File: src/rtl/uart_sup_pkg.sv
package uart_sup_pkg;

  localparam int LEN_W = 4;

  typedef enum logic [1:0] {
    SEL_PARITY = 2'd0,
    SEL_FRAME  = 2'd1,
    SEL_NOISE  = 2'd2,
    SEL_BREAK  = 2'd3
  } cnt_sel_e;

  // Character time in bit periods from the configured frame format.
  function automatic logic [LEN_W-1:0] char_bits(input logic [3:0] data_bits,
                                                 input logic       par_en,
                                                 input logic       two_stop);
    logic [LEN_W-1:0] d;
    if (data_bits < 4'd5)      d = 4'd5;
    else if (data_bits > 4'd9) d = 4'd9;
    else                       d = data_bits;
    return 4'd1 + d + {3'b000, par_en} + (two_stop ? 4'd2 : 4'd1);
  endfunction

  // Next value of a modulo counter.
  function automatic logic [15:0] wrap_inc(input logic [15:0] v);
    return v + 16'd1;
  endfunction

endpackage

File: src/rtl/sup_idle_timer.sv
module sup_idle_timer #(
  parameter int IDLE_W = 16,
  parameter int LEN_W  = 4
) (
  input  logic              clk,
  input  logic              rst_n,
  input  logic              bit_tick,
  input  logic              rx_line,
  input  logic              chr_valid,
  input  logic [IDLE_W-1:0] max_idle,
  input  logic [LEN_W-1:0]  char_len,
  output logic              timeout_evt,
  output logic              armed
);

  logic [IDLE_W-1:0] left_q;
  logic [LEN_W-1:0]  bit_q;
  logic              char_done;
  logic              last_char;

  assign char_done   = armed && !chr_valid && bit_tick && rx_line &&
                       (bit_q == char_len - LEN_W'(1));
  assign last_char   = (left_q == IDLE_W'(1));
  assign timeout_evt = char_done && last_char;

  always_ff @(posedge clk) begin
    if (!rst_n) begin
      armed  <= 1'b0;
      left_q <= '0;
      bit_q  <= '0;
    end else if (chr_valid) begin
      armed  <= (max_idle != '0);
      left_q <= max_idle;
      bit_q  <= '0;
    end else if (armed && bit_tick) begin
      if (!rx_line) begin
        bit_q <= '0;
      end else if (char_done) begin
        bit_q <= '0;
        if (last_char) armed  <= 1'b0;
        else           left_q <= left_q - IDLE_W'(1);
      end else begin
        bit_q <= bit_q + LEN_W'(1);
      end
    end
  end

endmodule

File: src/rtl/sup_break_meter.sv
module sup_break_meter #(
  parameter int LEN_W = 4,
  parameter int BRK_W = 16
) (
  input  logic             clk,
  input  logic             rst_n,
  input  logic             bit_tick,
  input  logic             rx_line,
  input  logic [LEN_W-1:0] char_len,
  output logic             brk_start,
  output logic [BRK_W-1:0] brk_len
);

  logic [LEN_W-1:0] phase_q;
  logic             in_brk_q;
  logic             full_char;

  assign full_char = bit_tick && !rx_line && (phase_q == char_len - LEN_W'(1));
  assign brk_start = full_char && !in_brk_q;

  always_ff @(posedge clk) begin
    if (!rst_n) begin
      phase_q  <= '0;
      in_brk_q <= 1'b0;
      brk_len  <= '0;
    end else if (bit_tick) begin
      if (rx_line) begin
        phase_q  <= '0;
        in_brk_q <= 1'b0;
      end else if (full_char) begin
        phase_q  <= '0;
        in_brk_q <= 1'b1;
        brk_len  <= in_brk_q ? brk_len + BRK_W'(char_len) : BRK_W'(char_len);
      end else begin
        phase_q <= phase_q + LEN_W'(1);
      end
    end
  end

endmodule

File: src/rtl/sup_event_counter.sv
module sup_event_counter #(
  parameter int W = 16
) (
  input  logic         clk,
  input  logic         rst_n,
  input  logic         inc,
  input  logic         ld,
  input  logic [W-1:0] ld_val,
  output logic [W-1:0] count
);

  always_ff @(posedge clk) begin
    if (!rst_n)   count <= '0;
    else if (ld)  count <= ld_val;
    else if (inc) count <= count + W'(1);
  end

endmodule

File: src/rtl/uart_rx_supervisor.sv
module uart_rx_supervisor
  import uart_sup_pkg::*;
#(
  parameter int CNT_W  = 16,
  parameter int IDLE_W = 16,
  parameter int BRK_W  = 16
) (
  input  logic              clk,
  input  logic              rst_n,
  input  logic              bit_tick,
  input  logic              rx_line,
  input  logic              chr_valid,
  input  logic              err_parity,
  input  logic              err_frame,
  input  logic              err_noise,
  input  logic [3:0]        cfg_data_bits,
  input  logic              cfg_parity_en,
  input  logic              cfg_two_stop,
  input  logic [IDLE_W-1:0] cfg_max_idle,
  input  logic              ld_en,
  input  logic [1:0]        ld_sel,
  input  logic [CNT_W-1:0]  ld_val,
  input  logic              irq_clr,
  output logic              irq_pulse,
  output logic              irq_status,
  output logic [CNT_W-1:0]  cnt_parity,
  output logic [CNT_W-1:0]  cnt_frame,
  output logic [CNT_W-1:0]  cnt_noise,
  output logic [CNT_W-1:0]  cnt_break,
  output logic [BRK_W-1:0]  brk_len
);

  localparam int N_CNT = 4;

  logic [LEN_W-1:0] char_len;
  logic             timeout_evt;
  logic             idle_armed;
  logic             brk_start;
  logic [N_CNT-1:0] inc_vec;
  logic [N_CNT-1:0] ld_vec;
  logic [CNT_W-1:0] cnt_arr [N_CNT];

  assign char_len = char_bits(cfg_data_bits, cfg_parity_en, cfg_two_stop);

  sup_idle_timer #(.IDLE_W(IDLE_W), .LEN_W(LEN_W)) u_idle (
    .clk(clk), .rst_n(rst_n), .bit_tick(bit_tick), .rx_line(rx_line),
    .chr_valid(chr_valid), .max_idle(cfg_max_idle), .char_len(char_len),
    .timeout_evt(timeout_evt), .armed(idle_armed)
  );

  sup_break_meter #(.LEN_W(LEN_W), .BRK_W(BRK_W)) u_brk (
    .clk(clk), .rst_n(rst_n), .bit_tick(bit_tick), .rx_line(rx_line),
    .char_len(char_len), .brk_start(brk_start), .brk_len(brk_len)
  );

  assign inc_vec[SEL_PARITY] = err_parity;
  assign inc_vec[SEL_FRAME]  = err_frame;
  assign inc_vec[SEL_NOISE]  = err_noise;
  assign inc_vec[SEL_BREAK]  = brk_start;

  for (genvar i = 0; i < N_CNT; i++) begin : g_cnt
    assign ld_vec[i] = ld_en && (ld_sel == 2'(i));
    sup_event_counter #(.W(CNT_W)) u_cnt (
      .clk(clk), .rst_n(rst_n), .inc(inc_vec[i]), .ld(ld_vec[i]),
      .ld_val(ld_val), .count(cnt_arr[i])
    );
  end

  assign cnt_parity = cnt_arr[SEL_PARITY];
  assign cnt_frame  = cnt_arr[SEL_FRAME];
  assign cnt_noise  = cnt_arr[SEL_NOISE];
  assign cnt_break  = cnt_arr[SEL_BREAK];

  always_ff @(posedge clk) begin
    if (!rst_n) begin
      irq_pulse  <= 1'b0;
      irq_status <= 1'b0;
    end else begin
      irq_pulse <= timeout_evt;
      if (timeout_evt)  irq_status <= 1'b1;
      else if (irq_clr) irq_status <= 1'b0;
    end
  end

endmodule

File: config.mk
export PLATFORM = sky130hd
export DESIGN_NAME = uart_rx_supervisor
export DESIGN_NICKNAME = d
export VERILOG_FILES = /design/src/rtl/uart_sup_pkg.sv /design/src/rtl/sup_idle_timer.sv /design/src/rtl/sup_break_meter.sv /design/src/rtl/sup_event_counter.sv /design/src/rtl/uart_rx_supervisor.sv
export SDC_FILE = /design/constraint.sdc
export NUM_CORES = 1
export LEC_CHECK = 0
export BUFFER_PORTS_ARGS = -buffer_cell sky130_fd_sc_hd__buf_2
export CORE_ASPECT_RATIO = 1.5
export CORE_MARGIN = 1.5
export CORE_UTILIZATION = 40
export DETAILED_ROUTE_END_ITERATION = 8
export MAX_ROUTING_LAYER = met4
export SLEW_MARGIN = 5
export SYNTH_ARGS = -nofsm -noshare
export SYNTH_HDL_FRONTEND = slang
export SYNTH_SLANG_ARGS = --single-unit
File: constraint.sdc
create_clock -name clk -period 3.2 [get_ports clk]
set_input_delay 0.16 -clock clk [delete_from_list [all_inputs] [get_ports clk]]
set_output_delay 0.16 -clock clk [all_outputs]
set_load 0.005 [all_outputs]
======== Yosys cells after proc, flatten, opt, wreduce, memory -nomap -nowiden ========
Cells that the tools add are included.
operators by class
  add/sub/neg operators ................... 12
  magnitude comparators ................... 2
  equality and inequality tests ........... 7
  muxes and demuxes ....................... 30
  bitwise gates (word level) .............. 2
  reductions and logical operators ........ 33
operator list
  kind                     count
  $mux W16                 14
  $add A16 B1 Y16 const B  4
  $mux W4                  6
  $reduce_bool A2 Y1       10
  $add A16 B4 Y16          1
  $eq A16 B1 Y1 const B    1
  $reduce_bool A16 Y1      1
  $sub A16 B1 Y16 const B  1
  $logic_and A1 B1 Y1      13
  $mux W1                  9
  $add A4 B1 Y4 const B    2
  $eq A4 B4 Y1             2
  $reduce_and A4 Y1        2
  $add A1 B4 Y4 const A    1
  $add A4 B1 Y4            1
  $add A4 B2 Y4            1
  $eq A2 B2 Y1 const B     2
  $gt A4 B4 Y1 const B     1
  $lt A4 B3 Y1 const B     1
  $sub A4 B1 Y4 const B    1
  $logic_not A1 Y1         3
  $reduce_and A3 Y1        1
  $eq A2 B1 Y1 const B     1
  $logic_not A2 Y1         1
  5 further kinds          6
word-level totals
  register bits after elaboration ......... 108
  output and inout bits ................... 82

======== Logic depth before layout (Yosys ltp) ========
Gate-level depths: netlist of run 1.
  depth in word-level cells ............... 13
  depth in mapped cells ................... 16
  depth with buffers taken out ............ 15

======== Cells and area by module ========
Synthesis of run 1 repeated with hierarchy kept, for this count alone.
unflattened totals
  cells, all modules ...................... 737
  area, all modules ....................... 6615.1 um^2
by module, submodules not included
  module              instances  cells an instance  area an instance (um^2)
  sup_event_counter   4          99                 919.6
  sup_idle_timer      1          167                1420.1
  sup_break_meter     1          147                1271.2
  uart_rx_supervisor  1          27                 245.2

======== Least setup slack after synthesis of run 1 ========
OpenSTA, ideal clock, no wires.
  kind .................................... in2reg
  start ................................... input port cfg_data_bits[3]
  end ..................................... register u_idle.left_q[13]
  arrival time ............................ 3171 ps
  required time ........................... 3085 ps
  path slack .............................. -86 ps
  stages on the path ...................... 16
  cell sequence ........................... clkbuf_1 -> inv_1 -> and3_1 -> a21oi_1 -> or2_2 -> ha_1 -> inv_1 -> fa_1 -> ha_1 -> xor2_1 -> and4_1 -> nand3_1 -> nor3_4 -> buf_6 -> a311oi_1 -> o21a_1
on the way
  word-level cells in the longest chain between the ends .. 11
  elaborated cells between the ends (all ways) .. 12
  those cells by class .................... add/sub (4); order compare (2); eq/ne (1); mux (2); reduce/logical (3)
ends and longest elaborated chain
  element                         RTL line                  text
  from (decl)                     uart_rx_supervisor.sv:16  input logic [3:0] cfg_data_bits,
  $gt A4 B4 Y1                    uart_sup_pkg.sv:18        else if (data_bits > 4'd9) d = 4'd9;
  $mux W4                         uart_sup_pkg.sv:18
  $mux W4 *                       uart_sup_pkg.sv:17        if (data_bits < 4'd5) d = 4'd5;
  $add A1 B4 Y4 *                 uart_sup_pkg.sv:20        return 4'd1 + d + {3'b000, par_en} + (two_stop ? 4'd2 : 4'd1);
  $add A4 B1 Y4 *                 uart_sup_pkg.sv:20
  $add A4 B2 Y4 *                 uart_sup_pkg.sv:20
  $sub A4 B1 Y4 *                 sup_idle_timer.sv:22      (bit_q == char_len - LEN_W'(1));
  $eq A4 B4 Y1 *                  sup_idle_timer.sv:22
  $logic_and A1 B1 Y1 *           sup_idle_timer.sv:21      assign char_done = armed && !chr_valid && bit_tick && rx_line &&
  $reduce_bool A2 Y1 (no line) *  --
  $reduce_and A4 Y1 (no line) *   --
  to (signal assigned)            sup_idle_timer.sv:33      left_q <= max_idle;
  to (signal assigned)            sup_idle_timer.sv:41      else left_q <= left_q - IDLE_W'(1);
  to (decl)                       sup_idle_timer.sv:16      logic [IDLE_W-1:0] left_q;
Mark *: on every way between the ends. The rest lies on a longest branch, timed or not.
A chain may end at the register's enable or synchronous reset.

======== Worst setup path after layout of run 1 ========
  start ................................... input port cfg_data_bits[3]
  end ..................................... register g_cnt[3].u_cnt.count[10]
on the way
  word-level cells in the longest chain between the ends .. 11
  elaborated cells between the ends (all ways) .. 12
  those cells by class .................... add/sub (4); order compare (2); eq/ne (1); mux (2); reduce/logical (3)
ends and longest elaborated chain
  element                         RTL line                 text
  $gt A4 B4 Y1                    uart_sup_pkg.sv:18
  $mux W4                         uart_sup_pkg.sv:18
  $mux W4 *                       uart_sup_pkg.sv:17
  $add A1 B4 Y4 *                 uart_sup_pkg.sv:20
  $add A4 B1 Y4 *                 uart_sup_pkg.sv:20
  $add A4 B2 Y4 *                 uart_sup_pkg.sv:20
  $sub A4 B1 Y4 *                 sup_break_meter.sv:18    assign full_char = bit_tick && !rx_line && (phase_q == char_len - LEN_W'(1));
  $eq A4 B4 Y1 *                  sup_break_meter.sv:18
  $logic_and A1 B1 Y1 *           sup_break_meter.sv:18
  $logic_and A1 B1 Y1 *           sup_break_meter.sv:19    assign brk_start = full_char && !in_brk_q;
  $reduce_bool A2 Y1 (no line) *  --
  to (signal assigned)            sup_event_counter.sv:14  else if (ld) count <= ld_val;
  to (signal assigned)            sup_event_counter.sv:15  else if (inc) count <= count + W'(1);
  to (decl)                       sup_event_counter.sv:9   output logic [W-1:0] count
Marked as above.

==> flow_summary_export.csv, run 1 <==
group,metric,value,unit
run_status,outcome,"completed",
floorplanning,die_area,16200,um^2
critical_path,max_stage_delay,0.46,ns
critical_path,path_depth,16,
layout,final_common_cell,"buf_2",
critical_path,required,3.38,ns
power,irDropWorstVdd,0.000228,V
grt,grtUsageTotal,0.227,
synthesis,syn_area,6190,um^2
min_path,min_path_type,"in2reg",
floorplanning,floorplan.initialDensity,0.410,
layout,area_delta_synth_final,23.8,%
min_path,holdPathStages,3,
critical_path,critPathArrivalTime,3.35,ns
cts,root_buffer,"clkbuf_16",
grt,grt_max_degree,41,
synthesis,ys_warn_count,0,
critical_path,worstReg2RegStart,"u_idle.left_q[8]",
timing,worstMarginPinSlew,1.17,ns
critical_path,start_kind,"input pin",
drt,routedWlPerCell,16.7,um
synthesis,ys_ff_latch,108,
critical_path,cp-startpoint,"cfg_data_bits[3]",
cts,path_clk_slew,0.07,ns
power,power_leakage,3.04,nW
timing,period_minus_slack,3.17,ns
drt,final_antenna_net_count,0,
timing,fmax,315,MHz
layout,diodes,0,
timing,hold_viol,0,
cts,insertion_delay,0.35,ns
power,power.density,438,nW/um^2
drt,via_per_inst,5.55,
layout,multi_input_area,3890,um^2
critical_path,cp.buffers_inverters,4,
cts,clock_sinks,108,
floorplanning,pin_count,132,
drt,drt_wl_total,18000,um
timing,relSlewSlack,0.219,
layout,layout_common_cells,"buf_2, dfxtp_1, nor2_1",
critical_path,critical_path.max_fanout,12,
placed_design,placed_area,7220,um^2
floorplanning,std_cell_rows,55,
grt,antenna_found_initial,0,
drt,drc,0,
timing,rsz0062_at_grt,"yes",
layout,final.fill_count,1495,
timing,post-route-period-util,0.991,
synthesis,syn_inst,733,
synthesis,yosys_most_used_dff,"dfxtp_1",
synthesis,syn_area_per_cell,8.44,um^2
grt,grt_overflow,0,
timing,finalClockSkew,0.0153,ns
timing,setup_ws,0.0290,ns
critical_path,worst_path_max_delay_cell,"nor4_1",
timing,drv_slew,0,
critical_path,crit_path_end_kind,"flop",
drt,drt_pass1_iterations,5,
cts,cts_tree,"done",
timing,holdWs,0.0778,ns
floorplanning,die_w,105,um
placed_design,routabilityCongestion,0.859,
critical_path,path_cells,"buf_2 -> inv_1 -> and3_4 -> a21oi_1 -> or2_2 -> ha_1 -> inv_1 -> fa_1 -> ha_1 -> xnor3_2 -> xnor2_4 -> nand3_1 -> buf_4 -> nor4_1 -> xnor2_1 -> a21oi_1",
synthesis,syn_nets,802,
critical_path,cp_top_family,"simple AND/OR/NAND/NOR gates",
drt,first_iter_violations,210,
synthesis,synth-edff-count,0,
cts,h-tree-depth,3,
drt,num_vias,5984,
layout,stdcell_area,7660,um^2
placed_design,port_buffers,131,
layout,fin_nets,944,
floorplanning,fp.dieH,155,um
critical_path,setup.worst_path.class,"in2reg",
power,finalPower,3.36,mW
layout,seq_area,2160,um^2
cts,ctsLongestPathBuffers,2,
grt,grt_pass1_wl,29000,um
layout,final_core_util,0.508,
placed_design,place_worst_setup_slack,-0.217,ns
synthesis,synth.distinct_cells,59,
grt,grt_pass1_vias,5892,
layout,drive_gt1_frac,0.257,
critical_path,r2r_cells,6,
placed_design,dp_hpwl,13200,um
timing,finalSetupViolCount,0,
synthesis,async_flop_share,0,
synthesis,synth-seq-area-share,0.350,
job,maxCapViolations,0,
floorplanning,core,15100,um^2
cts,cts_made_buffers,9,
min_path,hp-start,"irq_clr",
-- power by group --
group          internal [mW]  switching [mW]
clock network          0.610           0.526
logic                  0.338           0.394
registers               1.41          0.0780
-- final timing paths --
path / end / slack [ns]
worst min-delay path: irq_status / 0.08
worst min register to register: irq_status / 0.47
worst max register to register: u_idle.armed / 0.73
worst max-delay path: g_cnt[3].u_cnt.count[10] / 0.03
-- layer usage --
layer  track usage  routed length [um]
met1         0.258                7300
met5             -                   0
met4        0.0780                 373
met2         0.402                9500
met3        0.0369                 843
-- cell usage after synthesis, types with 4 or more instances --
master,instances,area [um^2]
nor3b_1,4,30.0
ha_1,17,213
dfxtp_1,108,2160
buf_2,4,20.0
clkbuf_1,33,124
a31oi_1,6,37.5
and2_1,5,31.3
mux2_2,4,45.0
o21ai_0,27,135
xnor2_1,44,385
nor3_1,14,70.1
xor2_1,37,324
a21oi_1,32,160
nand3b_1,4,30.0
and3_1,14,87.6
or4_1,5,37.5
nand2b_1,5,31.3
o22ai_1,4,25.0
nor4_1,22,138
nor4b_1,6,52.6
inv_1,24,90.1
mux2i_1,5,50.1
nand3_1,30,150
a211oi_1,51,383
or3b_2,4,35.0
nor2_1,82,308
and4_1,8,70.1
nand4_1,21,131
nand2_1,53,199
a311oi_1,5,43.8
-- registers in the layout (all words and copies together), names as in the netlist --
| name | count |
|---|---|
| g_cnt.u_cnt.count | 64 |
| irq_pulse | 1 |
| irq_status | 1 |
| u_brk.brk_len | 16 |
| u_brk.in_brk_q | 1 |
| u_brk.phase_q | 4 |
| u_idle.armed | 1 |
| u_idle.bit_q | 4 |
| u_idle.left_q | 16 |
-- layout make-up --
class                           count  share of cell area
Sequential cell                   108               0.282
Inverter                           24              0.0118
Clock inverter                      7             0.00980
Timing Repair Buffer              171               0.126
Tap cell                          199              0.0325
Clock buffer                        9              0.0294
Multi-Input combinational cell    561               0.508
-- repair_timing --
action / 4_1_cts / 5_1_grt
hold buffers: 0 / 0
endpoints found under the setup margin: 0 / 24
resized for setup: 0 / 17
setup buffers: 0 / 5
hold endpoints to repair: 0 / 0
-- tightest hold or removal path: stages --
cell      delay [ns]
buf_2           0.07
nand2b_1        0.09
a21oi_1         0.05
-- cell families (layout without fill, tap and decap cells) --
logic type | count (synthesis) | count (layout) | synth area share
AND/OR/NAND/NOR | 293 | 293 | 0.251
AO/OA/AOI/OAI | 150 | 150 | 0.159
flip-flops | 108 | 108 | 0.350
XOR/XNOR | 88 | 88 | 0.139
buffers and inverters | 64 | 211 | 0.0423
adder cells (fa/ha/maj) | 21 | 21 | 0.0441
multiplexers | 9 | 9 | 0.0154
-- stage by stage --
| step | setup TNS (ns) | cells |
|---|---|---|
| final | 0 | 1079 |
| after global routing | -0.177 | 1079 |
| after CTS | 0 | 1074 |
| after detailed placement | -4.16 | 1058 |
| after global placement | -0.564 | 1058 |
| after floorplan | -0.0276 | 733 |
Power figures use the tool's default switching activity.
==> inputs of run 2 (changes only) <==
--- a/config.mk
+++ b/config.mk
@@ -7,3 +7,3 @@
 export LEC_CHECK = 0
-export BUFFER_PORTS_ARGS = -buffer_cell sky130_fd_sc_hd__buf_2
+export BUFFER_PORTS_ARGS = -buffer_cell sky130_fd_sc_hd__buf_4
 export CORE_ASPECT_RATIO = 1.5
@@ -12,2 +12,3 @@
 export DETAILED_ROUTE_END_ITERATION = 8
+export GPL_TIMING_DRIVEN = 0
 export MAX_ROUTING_LAYER = met4
--- a/constraint.sdc
+++ b/constraint.sdc
@@ -3,2 +3,2 @@
 set_output_delay 0.16 -clock clk [all_outputs]
-set_load 0.005 [all_outputs]
+set_load 0.05 [all_outputs]
==> run 2 against run 1 <==
  * Total power increased by 5.4%
  * Critical path type unchanged
  * Non-clock buffer count up 4
  * Combinational power grew 28%
  * Cell count is 0.37% higher
  * Global-route usage up 2.0 points
  * Largest power group unchanged
  * Critical endpoint is now u_brk.brk_len[8]
==> flow_summary_export.csv, run 2 (synthesis results as in run 1) <==
group,metric,value,unit
layout,diodes,0,
drt,first_iter_violations,343,
timing,hold_viol,0,
cts,clock_sinks,108,
layout,largest_reg_flops,64,
layout,final_common_cell,"buf_4",
placed_design,port_buffers,126,
placed_design,place_worst_setup_slack,-0.495,ns
placed_design,dp_hpwl,14700,um
grt,grt_overflow,0,
floorplanning,fp.dieH,155,um
power,irDropWorstVdd,0.000235,V
critical_path,critical_path.max_fanout,10,
floorplanning,core,15100,um^2
min_path,hp-start,"irq_clr",
critical_path,path_depth,16,
drt,num_vias,6097,
timing,rsz0062_at_grt,"yes",
placed_design,placed_area,7420,um^2
cts,insertion_delay,0.36,ns
timing,post-route-period-util,0.956,
placed_design,dp_cells,1058,
drt,routedWlPerCell,18.0,um
critical_path,r2r_cells,5,
critical_path,worstReg2RegStart,"u_idle.left_q[0]",
placed_design,routabilityCongestion,0.902,
power,power_leakage,3.00,nW
layout,area_delta_synth_final,28.5,%
critical_path,path_cells,"buf_2 -> inv_2 -> and3_4 -> a21oi_1 -> or2_2 -> ha_1 -> inv_1 -> fa_2 -> ha_4 -> xnor3_2 -> xnor2_4 -> nand3_2 -> buf_2 -> nor4b_1 -> xnor2_1 -> nor2_1",
critical_path,r2r_setup_slack,0.61,ns
min_path,holdPathStages,3,
critical_path,cp-startpoint,"cfg_data_bits[3]",
timing,finalClockSkew,0.0135,ns
cts,path_clk_slew,0.08,ns
cts,ctsLongestPathBuffers,2,
critical_path,worst_path_max_delay_cell,"fa_2",
drt,drt_pass1_iterations,5,
job,maxCapViolations,0,
critical_path,max_stage_delay,0.47,ns
floorplanning,die_w,105,um
grt,antenna_found_initial,0,
floorplanning,floorplan.initialDensity,0.410,
critical_path,cp_top_family,"simple AND/OR/NAND/NOR gates",
floorplanning,std_cell_rows,55,
timing,setup_ws,0.142,ns
cts,root_buffer,"clkbuf_16",
critical_path,start_kind,"input pin",
critical_path,cp.buffers_inverters,4,
layout,drive_gt1_frac,0.239,
floorplanning,pin_count,132,
grt,met3_usage,0.0398,
grt,top_usage_layer,"met2",
power,p_clk_frac,0.314,
layout,top_regs,"g_cnt.u_cnt.count x64, u_brk.brk_len x16, u_idle.left_q x16",
timing,finalSetupViolCount,0,
timing,period_minus_slack,3.06,ns
drt,via_per_inst,5.63,
timing,fmax,327,MHz
power,power_frac_comb,0.264,
cts,cts_tree,"done",
drt,drc,0,
layout,final_cells,1083,
grt,grt_pass1_wl,30900,um
run_status,outcome,"completed",
layout,stdcell_area,7950,um^2
power,power.density,445,nW/um^2
grt,grtUsageTotal,0.247,
min_path,min_to,"irq_status",
grt,grt_max_degree,20,
timing,drv_slew,0,
grt,grt_use_met1,0.272,
layout,largest_register,"g_cnt.u_cnt.count",
min_path,min_path_type,"in2reg",
grt,grt_use_met2,0.435,
drt,drt_wl_total,19500,um
power,p_int,2.30,mW
power,power_frac_seq,0.422,
critical_path,required,3.46,ns
power,finalPower,3.54,mW
timing,relSlewSlack,0.157,
cts,cts_made_buffers,9,
drt,final_antenna_net_count,0,
cts,h-tree-depth,3,
timing,worstMarginPinSlew,1.25,ns
critical_path,critPathArrivalTime,3.32,ns
power,p_sw,1.23,mW
layout,fin_nets,948,
critical_path,crit_top_cell,"buf_2",
critical_path,crit_path_end_kind,"flop",
power,sw_frac_of_total,0.349,
critical_path,regToRegEndpoint,"u_idle.left_q[9]",
floorplanning,die_area,16200,um^2
critical_path,setup.worst_path.class,"in2reg",
layout,layout_common_cells,"buf_4, dfxtp_1, nor2_1",
grt,grt_pass1_vias,6052,
[run 2: cell count changes in the layout (fill, tap and decap cells not counted), sizes merged]
cell	change
bufinv	-1
inv	+2
clkinvlp	-2
clkbuf	+34
buf	-29
[run 2: worst max path at each step]
stage	endpoint	slack, ns
final	u_brk.brk_len[8]	0.14
after global routing	u_brk.brk_len[8]	-0.05
after CTS	u_brk.brk_len[0]	0.004
after detailed placement	u_brk.brk_len[14]	-0.49
after global placement	u_brk.brk_len[15]	-0.44
after floorplan	g_cnt[3].u_cnt.count[12]	0.007
[run 2: per-stage QoR]
step	hold WS, ns	TNS [ns]	utilization
final	0.0840	0	0.528
after global placement	0.435	-11.61	0.492
after CTS	0.0819	0	0.511
after floorplan	0.327	0	-
after global routing	0.0976	-0.168	0.528
after detailed placement	0.448	-15.82	0.492
[run 2: per-layer routing]
| metal | vias up | part of all wire |
|---|---|---|
| met5 | - | 0 |
| met4 | 0 | 0.037 |
| met3 | 43 | 0.057 |
| met2 | 210 | 0.51 |
| met1 | 2885 | 0.40 |
| li1 | 2959 | - |
[run 2: area by class of cell]
cell class                      count  area [um^2]
Buffer                             40          180
Fill cell                        1452         7120
Clock buffer                       10          229
Multi-Input combinational cell    561         3970
Sequential cell                   108         2160
Inverter                           24         90.1
Clock inverter                      6         56.3
Timing Repair Buffer              135         1010
Tap cell                          199          249
[run 2: power groups by stage]
stage / Sequential, mW / Clock (mW) / Combinational (mW)
finish: 1.49 / 1.11 / 0.935
global route: 1.50 / 1.18 / 1.01
CTS: 1.49 / 1.12 / 0.859
detailed placement: 1.52 / 0 / 0.856
global placement: 1.52 / 0 / 0.840
floorplan: 1.67 / 0 / 0.419
[run 2: tightest hold or removal path: cells and delay by family]
| kind | cells | cell delay (ns) |
|---|---|---|
| compound gates | 1 | 0.06 |
| buf+inv | 1 | 0.07 |
| simple gates | 1 | 0.09 |
[run 2: timing repair]
item | in CTS | in global routing
pin swaps | 0 | 8
setup endpoints to repair | 10 | 47
gates cloned | 0 | 1
hold buffers | 0 | 0
hold endpoints to repair | 0 | 0
gates resized for setup | 1 | 39
buffers inserted | 0 | 8
